<file path="config.mk">
export PLATFORM = sky130hd
export DESIGN_NAME = cab_mask
export DESIGN_NICKNAME = d
export VERILOG_FILES = /design/src/rtl/cab_pkg.sv /design/src/rtl/cab_entry_bank.sv /design/src/rtl/cab_lru.sv /design/src/rtl/cab_alloc_pick.sv /design/src/rtl/cab_mask.sv
export SDC_FILE = /design/constraint.sdc
export NUM_CORES = 1
export LEC_CHECK = 0
export ABC_AREA = 1
export BUFFER_PORTS_ARGS = -buffer_cell sky130_fd_sc_hd__buf_2
export CAP_MARGIN = 20
export CELL_PAD_IN_SITES_DETAIL_PLACEMENT = 0
export CELL_PAD_IN_SITES_GLOBAL_PLACEMENT = 2
export CORE_MARGIN = 1
export CORE_UTILIZATION = 37
export DETAILED_ROUTE_END_ITERATION = 8
export PLACE_DENSITY = 0.9
export SETUP_SLACK_MARGIN = 0.02
export SYNTH_ARGS = -nofsm -noshare
export SYNTH_HDL_FRONTEND = slang
export SYNTH_SLANG_ARGS = --single-unit
</file>
<file path="constraint.sdc">
create_clock -name clk -period 13.1 [get_ports clk]
set_clock_uncertainty 0.2 [all_clocks]
set_input_delay 2.62 -clock clk [delete_from_list [all_inputs] [get_ports clk]]
set_output_delay 2.62 -clock clk [all_outputs]
set_load 0.1 [all_outputs]
</file>
<file path="src/rtl/cab_pkg.sv">
package cab_pkg;

  // The buffer can prove no conflict when the local transaction never wrote
  // the block, and either never read it or the remote side only reads.
  function automatic logic may_mask(input logic rd_flag, input logic wr_flag,
                                    input logic remote_write);
    return !wr_flag && (!rd_flag || !remote_write);
  endfunction

  function automatic int age_width(input int entries);
    return (entries > 1) ? $clog2(entries) : 1;
  endfunction

endpackage

</file>
<file path="src/rtl/cab_entry_bank.sv">
module cab_entry_bank #(
  parameter int ENTRIES = 4,
  parameter int ADDR_W  = 26
) (
  input  logic               clk,
  input  logic               rst_n,
  input  logic               clear,
  input  logic               txn_end,
  input  logic [ENTRIES-1:0] alloc_vec,
  input  logic               seed_rd,
  input  logic               seed_wr,
  input  logic               req_valid,
  input  logic [ADDR_W-1:0]  req_addr,
  input  logic               loc_valid,
  input  logic [ADDR_W-1:0]  loc_addr,
  input  logic               loc_is_write,
  output logic [ENTRIES-1:0] req_hit_vec,
  output logic [ENTRIES-1:0] loc_hit_vec,
  output logic [ENTRIES-1:0] valid_vec,
  output logic [ENTRIES-1:0] rd_vec,
  output logic [ENTRIES-1:0] wr_vec
);

  logic [ADDR_W-1:0] tag_q [ENTRIES];

  for (genvar i = 0; i < ENTRIES; i++) begin : g_slot
    always_ff @(posedge clk or negedge rst_n) begin
      if (!rst_n) begin
        valid_vec[i] <= 1'b0;
        tag_q[i]     <= '0;
        rd_vec[i]    <= 1'b0;
        wr_vec[i]    <= 1'b0;
      end else if (clear) begin
        valid_vec[i] <= 1'b0;
        rd_vec[i]    <= 1'b0;
        wr_vec[i]    <= 1'b0;
      end else begin
        if (alloc_vec[i]) begin
          valid_vec[i] <= 1'b1;
          tag_q[i]     <= req_addr;
        end
        if (txn_end) begin
          rd_vec[i] <= 1'b0;
          wr_vec[i] <= 1'b0;
        end else if (alloc_vec[i]) begin
          rd_vec[i] <= seed_rd;
          wr_vec[i] <= seed_wr;
        end else if (loc_hit_vec[i]) begin
          if (loc_is_write) wr_vec[i] <= 1'b1;
          else              rd_vec[i] <= 1'b1;
        end
      end
    end

    assign req_hit_vec[i] = req_valid && valid_vec[i] && (tag_q[i] == req_addr);
    assign loc_hit_vec[i] = loc_valid && valid_vec[i] && (tag_q[i] == loc_addr);
  end

  AST_HIT_UNIQUE: assert property (@(posedge clk) disable iff (!rst_n)
    $onehot0(req_hit_vec));
  AST_CLEAR_EMPTIES: assert property (@(posedge clk) disable iff (!rst_n)
    clear |=> (valid_vec == '0));
  AST_TXN_END_FLAGS: assert property (@(posedge clk) disable iff (!rst_n)
    txn_end |=> (rd_vec == '0) && (wr_vec == '0));
  AST_VALID_HELD: assert property (@(posedge clk) disable iff (!rst_n)
    !clear |=> ($countones(valid_vec) >= $past($countones(valid_vec))));
  AST_LOC_SETS_FLAG: assert property (@(posedge clk) disable iff (!rst_n)
    (!clear && !txn_end && loc_valid && loc_is_write && (|loc_hit_vec))
      |=> (|(wr_vec & $past(loc_hit_vec))));

endmodule

</file>
<file path="src/rtl/cab_lru.sv">
module cab_lru #(
  parameter int ENTRIES = 4
) (
  input  logic               clk,
  input  logic               rst_n,
  input  logic               clear,
  input  logic [ENTRIES-1:0] valid_vec,
  input  logic [ENTRIES-1:0] loc_touch_vec,
  input  logic [ENTRIES-1:0] rem_touch_vec,
  output logic [ENTRIES-1:0] victim_vec
);
  import cab_pkg::*;

  localparam int AGE_W = age_width(ENTRIES);
  localparam logic [AGE_W-1:0] OLDEST = AGE_W'(ENTRIES - 1);

  typedef logic [ENTRIES-1:0][AGE_W-1:0] ages_t;

  ages_t age_q, age_mid, age_next;

  // Move the touched entry to age 0; valid entries younger than it grow older.
  function automatic ages_t touch(input ages_t a, input logic [ENTRIES-1:0] v,
                                  input logic [ENTRIES-1:0] t);
    ages_t r;
    logic [AGE_W-1:0] ref_age;
    ref_age = '0;
    for (int i = 0; i < ENTRIES; i++)
      if (t[i]) ref_age = ref_age | a[i];
    for (int j = 0; j < ENTRIES; j++) begin
      if (t[j])                                  r[j] = '0;
      else if ((|t) && v[j] && (a[j] < ref_age)) r[j] = AGE_W'(a[j] + 1'b1);
      else                                       r[j] = a[j];
    end
    return r;
  endfunction

  always_comb begin
    age_mid = touch(age_q, valid_vec, loc_touch_vec);
    for (int k = 0; k < ENTRIES; k++)
      victim_vec[k] = valid_vec[k] && (age_mid[k] == OLDEST);
  end

  always_comb age_next = touch(age_mid, valid_vec, rem_touch_vec);

  always_ff @(posedge clk or negedge rst_n) begin
    if (!rst_n)     age_q <= {ENTRIES{OLDEST}};
    else if (clear) age_q <= {ENTRIES{OLDEST}};
    else            age_q <= age_next;
  end

  AST_VICTIM_UNIQUE: assert property (@(posedge clk) disable iff (!rst_n)
    (&valid_vec) |-> ($countones(victim_vec) == 1));

endmodule

</file>
<file path="src/rtl/cab_alloc_pick.sv">
module cab_alloc_pick #(
  parameter int ENTRIES = 4
) (
  input  logic               clk,
  input  logic               rst_n,
  input  logic               want,
  input  logic [ENTRIES-1:0] valid_vec,
  input  logic [ENTRIES-1:0] victim_vec,
  output logic [ENTRIES-1:0] alloc_vec
);

  logic [ENTRIES-1:0] free_pick;
  logic               any_free;

  always_comb begin
    free_pick = '0;
    any_free  = 1'b0;
    for (int i = 0; i < ENTRIES; i++) begin
      if (!valid_vec[i] && !any_free) begin
        free_pick[i] = 1'b1;
        any_free     = 1'b1;
      end
    end
    if (!want)        alloc_vec = '0;
    else if (any_free) alloc_vec = free_pick;
    else              alloc_vec = victim_vec;
  end

  AST_ALLOC_ONE_SLOT: assert property (@(posedge clk) disable iff (!rst_n)
    want |-> ($countones(alloc_vec) == 1));
  AST_ALLOC_PREFERS_FREE: assert property (@(posedge clk) disable iff (!rst_n)
    (want && !(&valid_vec)) |-> ((alloc_vec & valid_vec) == '0));

endmodule

</file>
<file path="src/rtl/cab_mask.sv">
module cab_mask #(
  parameter int ENTRIES = 4,
  parameter int ADDR_W  = 26
) (
  input  logic              clk,
  input  logic              rst_n,
  input  logic              req_valid,
  input  logic [ADDR_W-1:0] req_addr,
  input  logic              req_is_write,
  input  logic              sig_conflict,
  input  logic              sig_rd_bit,
  input  logic              sig_wr_bit,
  input  logic              loc_valid,
  input  logic [ADDR_W-1:0] loc_addr,
  input  logic              loc_is_write,
  input  logic              txn_end,
  input  logic              thread_start,
  input  logic              thread_switch,
  output logic              mask_nack,
  output logic              nack_out
);
  import cab_pkg::*;

  logic               thread_clear;
  logic               alloc_want;
  logic [ENTRIES-1:0] req_hit_vec, loc_hit_vec, valid_vec, rd_vec, wr_vec;
  logic [ENTRIES-1:0] victim_vec, alloc_vec, rem_touch_vec, mask_vec;

  assign thread_clear  = thread_start || thread_switch;
  assign alloc_want    = req_valid && sig_conflict && !(|req_hit_vec) && !thread_clear;
  assign rem_touch_vec = req_hit_vec | alloc_vec;

  cab_entry_bank #(.ENTRIES(ENTRIES), .ADDR_W(ADDR_W)) u_bank (
    .clk          (clk),
    .rst_n        (rst_n),
    .clear        (thread_clear),
    .txn_end      (txn_end),
    .alloc_vec    (alloc_vec),
    .seed_rd      (sig_rd_bit),
    .seed_wr      (sig_wr_bit),
    .req_valid    (req_valid),
    .req_addr     (req_addr),
    .loc_valid    (loc_valid),
    .loc_addr     (loc_addr),
    .loc_is_write (loc_is_write),
    .req_hit_vec  (req_hit_vec),
    .loc_hit_vec  (loc_hit_vec),
    .valid_vec    (valid_vec),
    .rd_vec       (rd_vec),
    .wr_vec       (wr_vec)
  );

  cab_lru #(.ENTRIES(ENTRIES)) u_lru (
    .clk           (clk),
    .rst_n         (rst_n),
    .clear         (thread_clear),
    .valid_vec     (valid_vec),
    .loc_touch_vec (loc_hit_vec),
    .rem_touch_vec (rem_touch_vec),
    .victim_vec    (victim_vec)
  );

  cab_alloc_pick #(.ENTRIES(ENTRIES)) u_pick (
    .clk        (clk),
    .rst_n      (rst_n),
    .want       (alloc_want),
    .valid_vec  (valid_vec),
    .victim_vec (victim_vec),
    .alloc_vec  (alloc_vec)
  );

  for (genvar i = 0; i < ENTRIES; i++) begin : g_rule
    assign mask_vec[i] = req_hit_vec[i] && may_mask(rd_vec[i], wr_vec[i], req_is_write);
  end

  assign mask_nack = |mask_vec;
  assign nack_out  = req_valid && sig_conflict && !mask_nack;

  AST_MASK_NEEDS_HIT: assert property (@(posedge clk) disable iff (!rst_n)
    mask_nack |-> (req_valid && (|req_hit_vec)));
  AST_NACK_NEEDS_SIG: assert property (@(posedge clk) disable iff (!rst_n)
    nack_out |-> sig_conflict);
  AST_WRITTEN_NO_MASK: assert property (@(posedge clk) disable iff (!rst_n)
    (|(req_hit_vec & wr_vec)) |-> !mask_nack);
  AST_ALLOC_ON_MISS: assert property (@(posedge clk) disable iff (!rst_n)
    (|alloc_vec) |-> (sig_conflict && !mask_nack && !thread_clear));
  AST_CLEAR_NO_ALLOC: assert property (@(posedge clk) disable iff (!rst_n)
    thread_clear |-> (alloc_vec == '0));

endmodule

</file>
==> parameters.txt <==
Parameter                              Value

STA
  Fmax    0.124 GHz
  Tightest Pin Transition    0.915 ns
  Final TNS setup    0 ns
  Slew Limit Headroom    39.0%
  Setup repair after global routing missed its margin    no
  Number of failing hold endpoints at the final stage    0
  Final period demand of the worst path    8.09 ns
  Fraction of the cycle the final worst path needs    61.7%
  Max-slew violation total from the final report    0
  Number of endpoints failing setup at the final stage    0

Power and ir drop
  Net Switching    0.000396 W
  Switching Share    34.6%
  Relative contribution of sequential cells to total power    39.6%
  Internal power    0.000746 W
  Leakage power    4.74 nW
  Proportion of power drawn by the clock network    42.0%
  Power density over cell area    114 nW/um^2
  Design Power    0.00114 W
  Fraction of power consumed by combinational cells    18.4%
  Peak supply drop    0.0710 mV

Setup path
  Register-to-register setup slack    6.99 ns
  Type of the worst setup path    in2reg
  FF-to-FF path depth    31
  Endpoint required time on the critical path    13.28 ns
  Crit path max-delay cell type    sky130_fd_sc_hd__a221oi_1
  Kind of capture point of the worst setup path    flip-flop
  Data arrival time of the critical path    8.26 ns
  Reg2reg end    u_lru.age_q[2]$_DFF_PN1_
  Launch instance of the worst register-to-register path    u_bank.tag_q[42]$_DFFE_PN0P_
  Critical Path Fanout Max    57
  Delay of the slowest critical-path stage    0.69 ns
  Kind of start point of the critical path    primary input
  Most prevalent standard cell on the critical path    sky130_fd_sc_hd__nand2_1

Yosys
  Commonest cells in the netlist    sky130_fd_sc_hd__nand2_1 (498), sky130_fd_sc_hd__inv_1 (173), sky130_fd_sc_hd__o21ai_0 (136)
  Cell area after technology mapping    8860 um^2
  Register area share after synthesis    35.1%
  Most frequent cell after synthesis    sky130_fd_sc_hd__nand2_1
  Share of Yosys cell area claimed by the top area cell type    32.8%
  Main area contributors after synthesis    sky130_fd_sc_hd__dfrtp_1 (33%), sky130_fd_sc_hd__nand2_1 (21%), sky130_fd_sc_hd__o21ai_0 (7.7%), sky130_fd_sc_hd__inv_1 (7.3%), sky130_fd_sc_hd__xnor2_1 (4.8%)
  Synth Warn #    0
  EDFF count, synth    0
  Ys flop type    sky130_fd_sc_hd__dfrtp_1
  Post-synthesis cell count    1352
  Cell variety after synth    44
  Mean Syn Cell Area    6.55 um^2
  Share of async-settable or async-resettable flops after synthesis    100%
  Cell type with the highest aggregate area in the netlist    sky130_fd_sc_hd__dfrtp_1
  Net count after synthesis    1428
  Seq cells post-synth    124

Global routing
  First-pass GRT wire length    55200 um
  Via count of the first global-routing pass    8586
  Number of antenna violations at the first check in global routing    1
  Pin count of the biggest net entering global routing    68
  Global Route Usage Sum    31.3%
  Congestion Overflow GR    0

Detailed routing
  Iteration count of the initial detailed-routing pass    6
  DRT Wirelength    36900 um
  Via-per-instance ratio    5.25
  Post-detailed-route DRC marker count    0
  Routed wirelength normalized by instance count    21.2 um
  Iteration-0 DRC Markers    979
  Post-route ant nets    0
  Vias after detailed routing    9139

Die
  Die extent in x    157 um
  Initial Util    37.7%
  Number of primary I/O pins    66
  Die Height    157 um
  Floorplan core area    23500 um^2
  Die area    24600 um^2
  Number of core rows    56

Layout
  Number of antenna repair diodes    0
  Share of post-route cells with drive strength above 1    11.5%
  Number of nets at the end of the flow    1486
  P&R area growth vs syn    13.4%
  FF+latch area    3110 um^2
  Multi-input logic area    4890 um^2
  Number of fill cells in the layout    2589

Clock network
  Buffer levels on the longest clock path    2
  Post-CTS Hold Fix Bufs    0
  Total of cells resized after clock tree synthesis    0
  Cts bufs inserted    17
  H-tree depth reported by CTS    4
  Worst skew pair latency    0.43 ns
  Clk root buf    sky130_fd_sc_hd__clkbuf_16
  Number of sinks driven by the clock tree    124
  TritonCTS clock tree    yes
  CTS clock-pin slew for the worst setup and hold paths    0.07 ns
  Post-CTS Setup Repair Bufs    0

Hold path
  Start point of the worst min-delay path    u_bank.rd_vec[1]$_DFFE_PN0P_
  Worst hold path class    reg2reg
  WHS Endpoint    u_bank.rd_vec[1]$_DFFE_PN0P_
  Instance count along the most critical hold path    2

Job
  Maxcap violations    0

Place
  Final HPWL from detailed placement    28600 um
  Port Buffer Count    65
  Routability-driven placement congestion ratio    0.939

Status
  Status    finished clean
==> through the flow <==
stage	cell area, um^2	hold slack [ns]	instances	util [%]	worst slack, ns
CTS	10000	0.329	1742	42.8	5.19
detailed placement	9480	0.312	1710	40.4	4.74
global route	10000	0.362	1742	42.8	4.55
finish	10000	0.327	1742	42.8	5.01
global placement	9480	0.295	1710	40.4	4.76
floorplan	8860	0.274	1352	-	4.40
==> kinds of logic (layout without fill, tap and decap cells) <==
| group | after synthesis | in the layout | share of synthesized area [%] |
|---|---|---|---|
| simple gates | 739 | 739 | 35.9 |
| buf+inv | 222 | 293 | 9.70 |
| compound gates | 198 | 198 | 11.9 |
| flops | 124 | 124 | 35.1 |
| xor+xnor | 57 | 57 | 5.64 |
| fa+ha+maj | 12 | 12 | 1.69 |
==> critical path: cells and delay by family <==
kind	cells	cell delay [ns]
fa+ha+maj	3	0.79
compound gates	3	1.05
simple gates	21	2.70
buf+inv	6	1.08
==> power groups by stage <==
stage,combinational [W],sequential (W),clock [W]
6_report,0.000210,0.000453,0.000479
5_1_grt,0.000231,0.000455,0.000497
4_1_cts,0.000207,0.000451,0.000480
3_5_place_dp,0.000206,0.000458,0
3_3_place_gp,0.000207,0.000458,0
2_1_floorplan,0.000121,0.000443,0
==> metal layers <==
layer	global-route usage, %	share of wire (%)	wire length [um]
met5	0	0.033	12
met4	7.89	1.5	571
met3	4.62	7.1	2630
met2	47.4	44	16200
met1	46.1	47	17500
==> state kept, by name, indices dropped and copies added (netlist names) <==
name	count
u_bank.tag_q	104
u_lru.age_q	8
u_bank.rd_vec	4
u_bank.valid_vec	4
u_bank.wr_vec	4
==> final cells by class <==
cell class | instances | share of cell area, %
clock buffers | 18 | 4.27
clock inverters | 14 | 1.36
repair buffers | 68 | 3.52
inverters | 193 | 7.21
flip-flops and latches | 124 | 31.0
well taps | 319 | 3.97
multi-input cells | 1006 | 48.7
==> cells in the final DEF (no fill, tap or decap), types with 17 or more instances in the layout <==
cell type                   count
sky130_fd_sc_hd__nand2_1      498
sky130_fd_sc_hd__inv_1        173
sky130_fd_sc_hd__o21ai_0      136
sky130_fd_sc_hd__dfrtp_1      116
sky130_fd_sc_hd__nor2_1        96
sky130_fd_sc_hd__buf_2         64
sky130_fd_sc_hd__nand3_1       53
sky130_fd_sc_hd__xnor2_1       49
sky130_fd_sc_hd__nand4_1       41
sky130_fd_sc_hd__o22ai_1       26
sky130_fd_sc_hd__inv_2         20
sky130_fd_sc_hd__clkbuf_16     17
==> worst max-delay path by stage <==
| stage | start | endpoint | slack, ns | cells past startpoint |
|---|---|---|---|---|
| 6_report | loc_addr[0] | u_lru.age_q[2]$_DFF_PN1_ | 5.01 | 33 |
| 5_1_grt | loc_addr[16] | u_lru.age_q[2]$_DFF_PN1_ | 4.55 | 33 |
| 4_1_cts | loc_addr[16] | u_lru.age_q[0]$_DFF_PN1_ | 5.19 | 34 |
| 3_5_place_dp | loc_addr[0] | u_lru.age_q[0]$_DFF_PN1_ | 4.74 | 34 |
| 3_3_place_gp | loc_addr[0] | u_lru.age_q[0]$_DFF_PN1_ | 4.76 | 34 |
| 2_1_floorplan | req_addr[14] | nack_out | 4.40 | 10 |
No activity file was read; power rests on OpenSTA's default activity.
